==> src/rtl/sign_pkg.sv <==
package sign_pkg;
   // number of independently driven lamp groups
   localparam int GROUPS  = 3;
   // phases: dark plus one per lit group
   localparam int PHASES  = GROUPS + 1;
   localparam int PHASE_W = $clog2(PHASES);
   typedef logic [PHASE_W-1:0] phase_t;
   localparam phase_t PHASE_DARK = '0;
   localparam phase_t PHASE_FULL = phase_t'(GROUPS);
endpackage

==> src/rtl/sign_step_gate.sv <==
module sign_step_gate #(
   parameter bit USE_STEP_EN = 1'b1
) (
   input  logic step_en,
   output logic advance
);
   generate
      if (USE_STEP_EN) begin : g_gated
         assign advance = step_en;
      end else begin : g_free
         logic unused_en;
         assign unused_en = step_en;
         assign advance   = 1'b1;
      end
   endgenerate
endmodule

==> src/rtl/sign_phase_reg.sv <==
module sign_phase_reg
   import sign_pkg::*;
(
   input  logic   clk,
   input  logic   rst,
   input  logic   switch_on,
   input  logic   advance,
   output phase_t phase
);
   phase_t phase_nx;

   always_comb begin
      if (!switch_on) begin
         phase_nx = PHASE_DARK;
      end else if (advance) begin
         phase_nx = (phase == PHASE_FULL) ? PHASE_DARK : phase + phase_t'(1);
      end else begin
         phase_nx = phase;
      end
   end

   always_ff @(posedge clk) begin
      if (rst) phase <= PHASE_DARK;
      else     phase <= phase_nx;
   end
endmodule

==> src/rtl/sign_lamp_decode.sv <==
module sign_lamp_decode
   import sign_pkg::*;
(
   input  phase_t            phase,
   output logic [GROUPS-1:0] lit
);
   // group g is lit once the phase has passed it
   for (genvar g = 0; g < GROUPS; g++) begin : g_grp
      assign lit[g] = (phase > phase_t'(g));
   end
endmodule

==> src/rtl/warn_sign_seq.sv <==
module warn_sign_seq
   import sign_pkg::*;
#(
   parameter bit USE_STEP_EN = 1'b1
) (
   input  logic clk,
   input  logic rst,
   input  logic switch_on,
   input  logic step_en,
   output logic grp_a,
   output logic grp_b,
   output logic grp_c
);
   if (GROUPS != 3) begin : g_bad_groups
      $error("warn_sign_seq: the port list needs exactly three lamp groups");
   end
   if ((1 << PHASE_W) < PHASES) begin : g_bad_width
      $error("warn_sign_seq: phase register too narrow");
   end

   logic              advance;
   phase_t            phase;
   logic [GROUPS-1:0] lit;

   sign_step_gate #(.USE_STEP_EN(USE_STEP_EN)) u_gate (
      .step_en (step_en),
      .advance (advance)
   );

   sign_phase_reg u_phase (
      .clk       (clk),
      .rst       (rst),
      .switch_on (switch_on),
      .advance   (advance),
      .phase     (phase)
   );

   sign_lamp_decode u_dec (
      .phase (phase),
      .lit   (lit)
   );

   assign grp_a = lit[0];
   assign grp_b = lit[1];
   assign grp_c = lit[2];
endmodule

==> config.mk <==
export PLATFORM = sky130hd
export DESIGN_NAME = warn_sign_seq
export DESIGN_NICKNAME = d
export VERILOG_FILES = /design/src/rtl/sign_pkg.sv /design/src/rtl/sign_step_gate.sv /design/src/rtl/sign_phase_reg.sv /design/src/rtl/sign_lamp_decode.sv /design/src/rtl/warn_sign_seq.sv
export SDC_FILE = /design/constraint.sdc
export NUM_CORES = 1
export LEC_CHECK = 0
export ABC_AREA = 0
export CORE_AREA = 8 8 45 47
export CTS_CLUSTER_DIAMETER = 200
export CTS_CLUSTER_SIZE = 10
export DETAILED_ROUTE_END_ITERATION = 12
export DIE_AREA = 0 0 53 55
export DONT_BUFFER_PORTS = 1
export PLACE_DENSITY = 0.3
export SYNTH_ARGS = -nofsm -noshare
export SYNTH_HDL_FRONTEND = slang
export SYNTH_SLANG_ARGS = --single-unit
==> constraint.sdc <==
create_clock -name clk -period 2 [get_ports clk]
set_input_delay 0.2 -clock clk [delete_from_list [all_inputs] [get_ports clk]]
set_output_delay 0.2 -clock clk [all_outputs]
set_load 0.02 [all_outputs]
==> results_dict.tcl, run 1 <==
set metrics [dict create \
    largest_register "u_phase.phase" \
    die_h_microns 55 \
    clock_sink_count 2 \
    worstPathArrival_ns 1.16 \
    core-area_sq_um 1380 \
    fp_rows 14 \
    leakage_nw 0.0946 \
    met3RoutedLength_microns 57 \
    die_width_microns 53 \
    layout.cells.most_common "sky130_fd_sc_hd__ha_1" \
    mappedNetlistArea_sq_um 149 \
    final_estimated_routing_congestion_in_global_placement 0.479 \
    pre_cts_ws_ns 0.852 \
    tritoncts "done" \
    drc 0 \
    grt_start_max_net_pins 7 \
    diodes 0 \
    gr-usage-all-layers_pct 3.06 \
    final-setup-viol-count 0 \
    gr-total-overflow 0 \
    holdBufCountCts 0 \
    worst_ir_drop_on_vdd_mv 0.168 \
    max_slew.worst_pin.slew_ns 0.393 \
    cts_root_buffer "sky130_fd_sc_hd__clkbuf_4" \
    routedWlPerCell_microns 9.34 \
    area_delta_synth_final_pct 28.6 \
    rsz0062_at_grt "no" \
    finalPower_mw 0.144 \
    cts-htree-levels 1 \
    cts.clk_slew.worst_paths_ns 0.03 \
    grt_first_pass_wirelength_microns 517 \
    seq_power_share_pct 30.1 \
    synth_seq_area_share_pct 26.9 \
    first_iter_violations 0 \
    clock_insertion_delay_at_the_later_pin_of_the_skew_report_ns 0.22 \
    routed-via-count 111 \
    clockPowerShare_pct 62.5 \
    cts_setup_buffers 0 \
    worst_r2r_startpoint "u_phase.phase[0]" \
    min-delay-start "step_en" \
    critical_path.startpoint "u_phase.phase[1]" \
    max_clk_rate_ghz 0.733 \
    antenna_violating_nets_post_route 0 \
    timing.critical_path.from_type "flop" \
    setup_total_negative_slack_ns 0 \
    pwr_density_cell_nw_per_um2 751 \
    largest_register_ffs 2 \
    final_critical_path_setup_slack_ns 0.636 \
    synth.yosys.warnings 0 \
    ys_types 8 \
    crit_path_end_kind "output port" \
    outcome "finished clean" \
    most-common-layout-cells "sky130_fd_sc_hd__ha_1, sky130_fd_sc_hd__inv_1, sky130_fd_sc_hd__clkbuf_4" \
    fraction_of_the_cycle_the_final_worst_path_needs_pct 68.2 \
    ctsLongestPathBuffers 2 \
    number_of_antenna_violations_at_the_first_check_in_global_routing 0 \
    p_int_mw 0.112 \
    hold_viol_final 0 \
    synth-seq-cells 2 \
    synth_fp_nets 24 \
    buffer_ports.inserted 0 \
    timing_max_transition_violations_final 0 \
    design.die.area_sq_um 2920 \
    finalClockSkew_ns 0.000396 \
    synthesis.area_per_instance_sq_um 9.31 \
    cts_resizes 0 \
    io-pin-count 7 \
    p_sw_mw 0.0316 \
    grt_pass1_vias 136 \
    min_path_type "in -> reg" \
    met1_length_microns 147 \
    totalWireLength_microns 327 \
    relSlewSlack_pct 73.7 \
    setup.worst_path.class "reg -> out" \
    reg.largest.list "u_phase.phase (2)" \
    detail_route.first_pass.iterations 1 \
    design.final.nets 29 \
    routed-wl-met2_microns 99 \
    cts-buffers-inserted 3 \
    routed_via_density 3.17 \
    max_cap_viol_count 0 \
    drive_above_1_share_pct 21.1 \
    postSynthCellCount 16 \
    highest-signal-layer "met4" \
    critical_path_peak_fanout 4 \
    floorplan.initialDensity_pct 10.8 \
    finalWorstPathRequiredPeriod_ns 1.36 \
    power_switching_share_pct 22.0 \
    worstPathRequired_ns 1.80 \
    pwr-share-comb_pct 7.4 \
]
[power groups by stage]
stage                     sequential [mW]  clock [mW]  combinational, mW
after floorplan                    0.0433           0            0.00915
after global placement             0.0437           0             0.0102
after detailed placement           0.0438           0             0.0108
after CTS                          0.0433      0.0961             0.0109
after global routing               0.0436       0.100             0.0123
final                              0.0432      0.0899             0.0106
[critical path, stage by stage (launching register included)]
cell and delay, ns:
sky130_fd_sc_hd__dfxtp_1 0.36, sky130_fd_sc_hd__inv_1 0.09, sky130_fd_sc_hd__ha_1 0.18, sky130_fd_sc_hd__nor2_1 0.31
[Yosys cell counts (all sizes together)]
library cell | n | share of area (%)
or3b | 1 | 5.9
nor2 | 2 | 5.0
a21oi | 1 | 5.9
mux2i | 1 | 6.7
ha | 4 | 34
inv | 3 | 7.6
dfxtp | 2 | 27
nand2b | 2 | 8.4
[metal layers]
metal  up-vias  track usage, %
met5         -               0
met4         0            7.76
met1        43            2.88
met2         9            2.34
met3         4            1.87
li1         55               -
[final timing paths]
path | endpoint | slack [ns] | depth (start not counted)
max | grp_b | 0.64 | 3
min | u_phase.phase[1] | 0.14 | 2
max reg2reg | u_phase.phase[0] | 0.87 | 3
min reg2reg | u_phase.phase[1] | 0.56 | 2
[area by class of cell]
class / count / area (sq um)
fill: 161 / 1190
clock buffer: 3 / 22.5
tap: 16 / 20.0
multi-input combinational: 11 / 97.6
sequential: 2 / 40.0
inverter: 3 / 11.3
[cells by family (layout without fill, tap and decap cells)]
group           count (synthesis)  after routing  share of synthesized area, %
compound gates                  1              1                          5.88
flops                           2              2                          26.9
fa+ha+maj                       4              4                          33.6
simple gates                    5              5                          19.3
mux                             1              1                          6.72
buf+inv                         3              6                          7.56
[stage by stage]
stage                     instances  area, sq um  hold WS, ns  util (%)
after detailed placement         32          169        0.370      12.2
after global routing             35          191        0.158      13.8
after CTS                        35          191        0.130      13.8
final                            35          191        0.137      13.8
after floorplan                  16          149        0.352         -
after global placement           32          169        0.363      12.2
Power figures use the tool's default switching activity.
==> run 2: changes to the inputs <==
Clock period 2 ns to 1.2 ns, I/O delays scaled along.
==> run 2 against run 1 <==
  * Via count rose by 7.2%
  * Sequential share of layout area fell by 0.80 points
  * Register-to-register slack got worse by 0.83 ns
  * Setup slack got worse by 0.60 ns
  * Critical path type is now reg -> reg
==> results_dict.tcl, run 2 (synthesized netlist as in run 1, its figures left out) <==
set metrics [dict create \
    die_width_microns 53 \
    worstPathArrival_ns 1.32 \
    fraction_of_the_cycle_the_final_worst_path_needs_pct 96.8 \
    cts.clk_slew.worst_paths_ns 0.03 \
    gr-usage-all-layers_pct 3.11 \
    design.final.nets 31 \
    leakage_nw 0.107 \
    grt_pass1_vias 129 \
    hold_viol_final 0 \
    floorplan.initialDensity_pct 10.8 \
    met1_length_microns 185 \
    area_delta_synth_final_pct 42.0 \
    routed-via-count 119 \
    rsz0062_at_grt "yes" \
    worst_ir_drop_on_vdd_mv 0.340 \
    timing.critical_path.from_type "flop" \
    reg.largest.list "u_phase.phase (2)" \
    worstPathCellList "buf_4 -> ha_1 -> or3b_1 -> a21oi_2" \
    grt_start_max_net_pins 7 \
    clock_insertion_delay_at_the_later_pin_of_the_skew_report_ns 0.22 \
    clock_sink_count 2 \
    first_iter_violations 0 \
    critical_path_peak_fanout 3 \
    min_path_type "in -> reg" \
    grt_first_pass_wirelength_microns 517 \
    finalWorstPathRequiredPeriod_ns 1.16 \
    design.die.area_sq_um 2920 \
    largest_register "u_phase.phase" \
    cts-buffers-inserted 3 \
    totalWireLength_microns 345 \
    ctsLongestPathBuffers 2 \
    routedWlPerCell_microns 9.32 \
    final_estimated_routing_congestion_in_global_placement 0.548 \
    buffer_ports.inserted 0 \
    finalPower_mw 0.243 \
    routed-wl-met2_microns 115 \
    max_cap_viol_count 0 \
    place_hpwl_microns 234 \
    pwr_density_cell_nw_per_um2 1150 \
    routed_via_density 3.22 \
    worst-r2r-setup-slack_ns 0.04 \
    crit_path_top_delay_cell "sky130_fd_sc_hd__or3b_1" \
    drc 0 \
    antenna_violating_nets_post_route 0 \
    most-common-layout-cells "sky130_fd_sc_hd__ha_1, sky130_fd_sc_hd__clkbuf_4" \
    drive_above_1_share_pct 47.6 \
    final-setup-viol-count 0 \
    postLayoutCellArea_sq_um 211 \
    fp_rows 14 \
    crit_path_end_kind "flop" \
    final_critical_path_setup_slack_ns 0.0382 \
    hold-worst-slack_ns 0.0679 \
    die_h_microns 55 \
    number_of_antenna_violations_at_the_first_check_in_global_routing 0 \
    finalClockSkew_ns 0.00265 \
    highest-signal-layer "met4" \
    max_clk_rate_ghz 0.861 \
    cts_root_buffer "sky130_fd_sc_hd__clkbuf_4" \
    cp_slowest_stage_delay_ns 0.36 \
    cts-htree-levels 1 \
    core-area_sq_um 1380 \
    pre_cts_ws_ns 0.107 \
    max_slew.worst_pin.slew_ns 0.235 \
    gr-total-overflow 0 \
    tritoncts "done" \
    finished_core_util_pct 15.3 \
    timing_max_transition_violations_final 0 \
    outcome "finished clean" \
    holdBufCountCts 0 \
    diodes 0 \
    io-pin-count 7 \
    worstPathRequired_ns 1.35 \
    setup.worst_path.class "reg -> reg" \
    largest_register_ffs 2 \
    placement.cell_area_sq_um 176 \
    met3RoutedLength_microns 36 \
    detail_route.first_pass.iterations 1 \
    relSlewSlack_pct 84.4 \
]
==> run 2: cell type report <==
type | instances | area, sq um
clock buffer | 3 | 22.5
fill | 158 | 1170
inverter | 3 | 11.3
multi-input combinational | 11 | 100
sequential | 2 | 42.5
tap | 16 | 20.0
timing repair buffer | 2 | 15.0
==> run 2: per-stage QoR <==
| stage | setup TNS [ns] | cells |
|---|---|---|
| final | 0 | 37 |
| after global routing | -0.0191 | 37 |
| after CTS | 0 | 36 |
| after detailed placement | 0 | 33 |
| after global placement | 0 | 33 |
| after floorplan | 0 | 16 |
==> run 2: path summary, 6_finish.rpt <==
check | start | to | depth (start not counted)
max | u_phase.phase[1] | u_phase.phase[0] | 4
min | switch_on | u_phase.phase[0] | 2
max reg2reg | u_phase.phase[1] | u_phase.phase[0] | 4
min reg2reg | u_phase.phase[0] | u_phase.phase[0] | 2
==> run 2: worst max-delay path, delay by kind of cell (launching register included) <==
kind | cells | cell delay, ns
buffers and inverters | 1 | 0.13
adder cells (fa/ha/maj) | 1 | 0.16
flip-flops | 1 | 0.32
AO/OA/AOI/OAI | 1 | 0.11
AND/OR/NAND/NOR | 1 | 0.36
==> run 2: layer usage <==
metal / global-route usage (%) / vias up
li1: - / 61
met1: 3.17 / 49
met2: 2.15 / 7
met3: 2.67 / 2
met4: 6.47 / 0
met5: 0 / -
==> run 2: power breakdown <==
part,switching [mW],total (mW),internal (mW)
registers,0.00304,0.0726,0.0695
logic,0.0104,0.0188,0.00842
clock network,0.0411,0.152,0.111
total,0.0545,0.243,0.189
==> run 2: timing repair <==
action | 4_1_cts | 5_1_grt
setup buffers | 0 | 1
endpoints found under the setup margin | 1 | 2
pin swaps | 0 | 1
resized for setup | 1 | 3
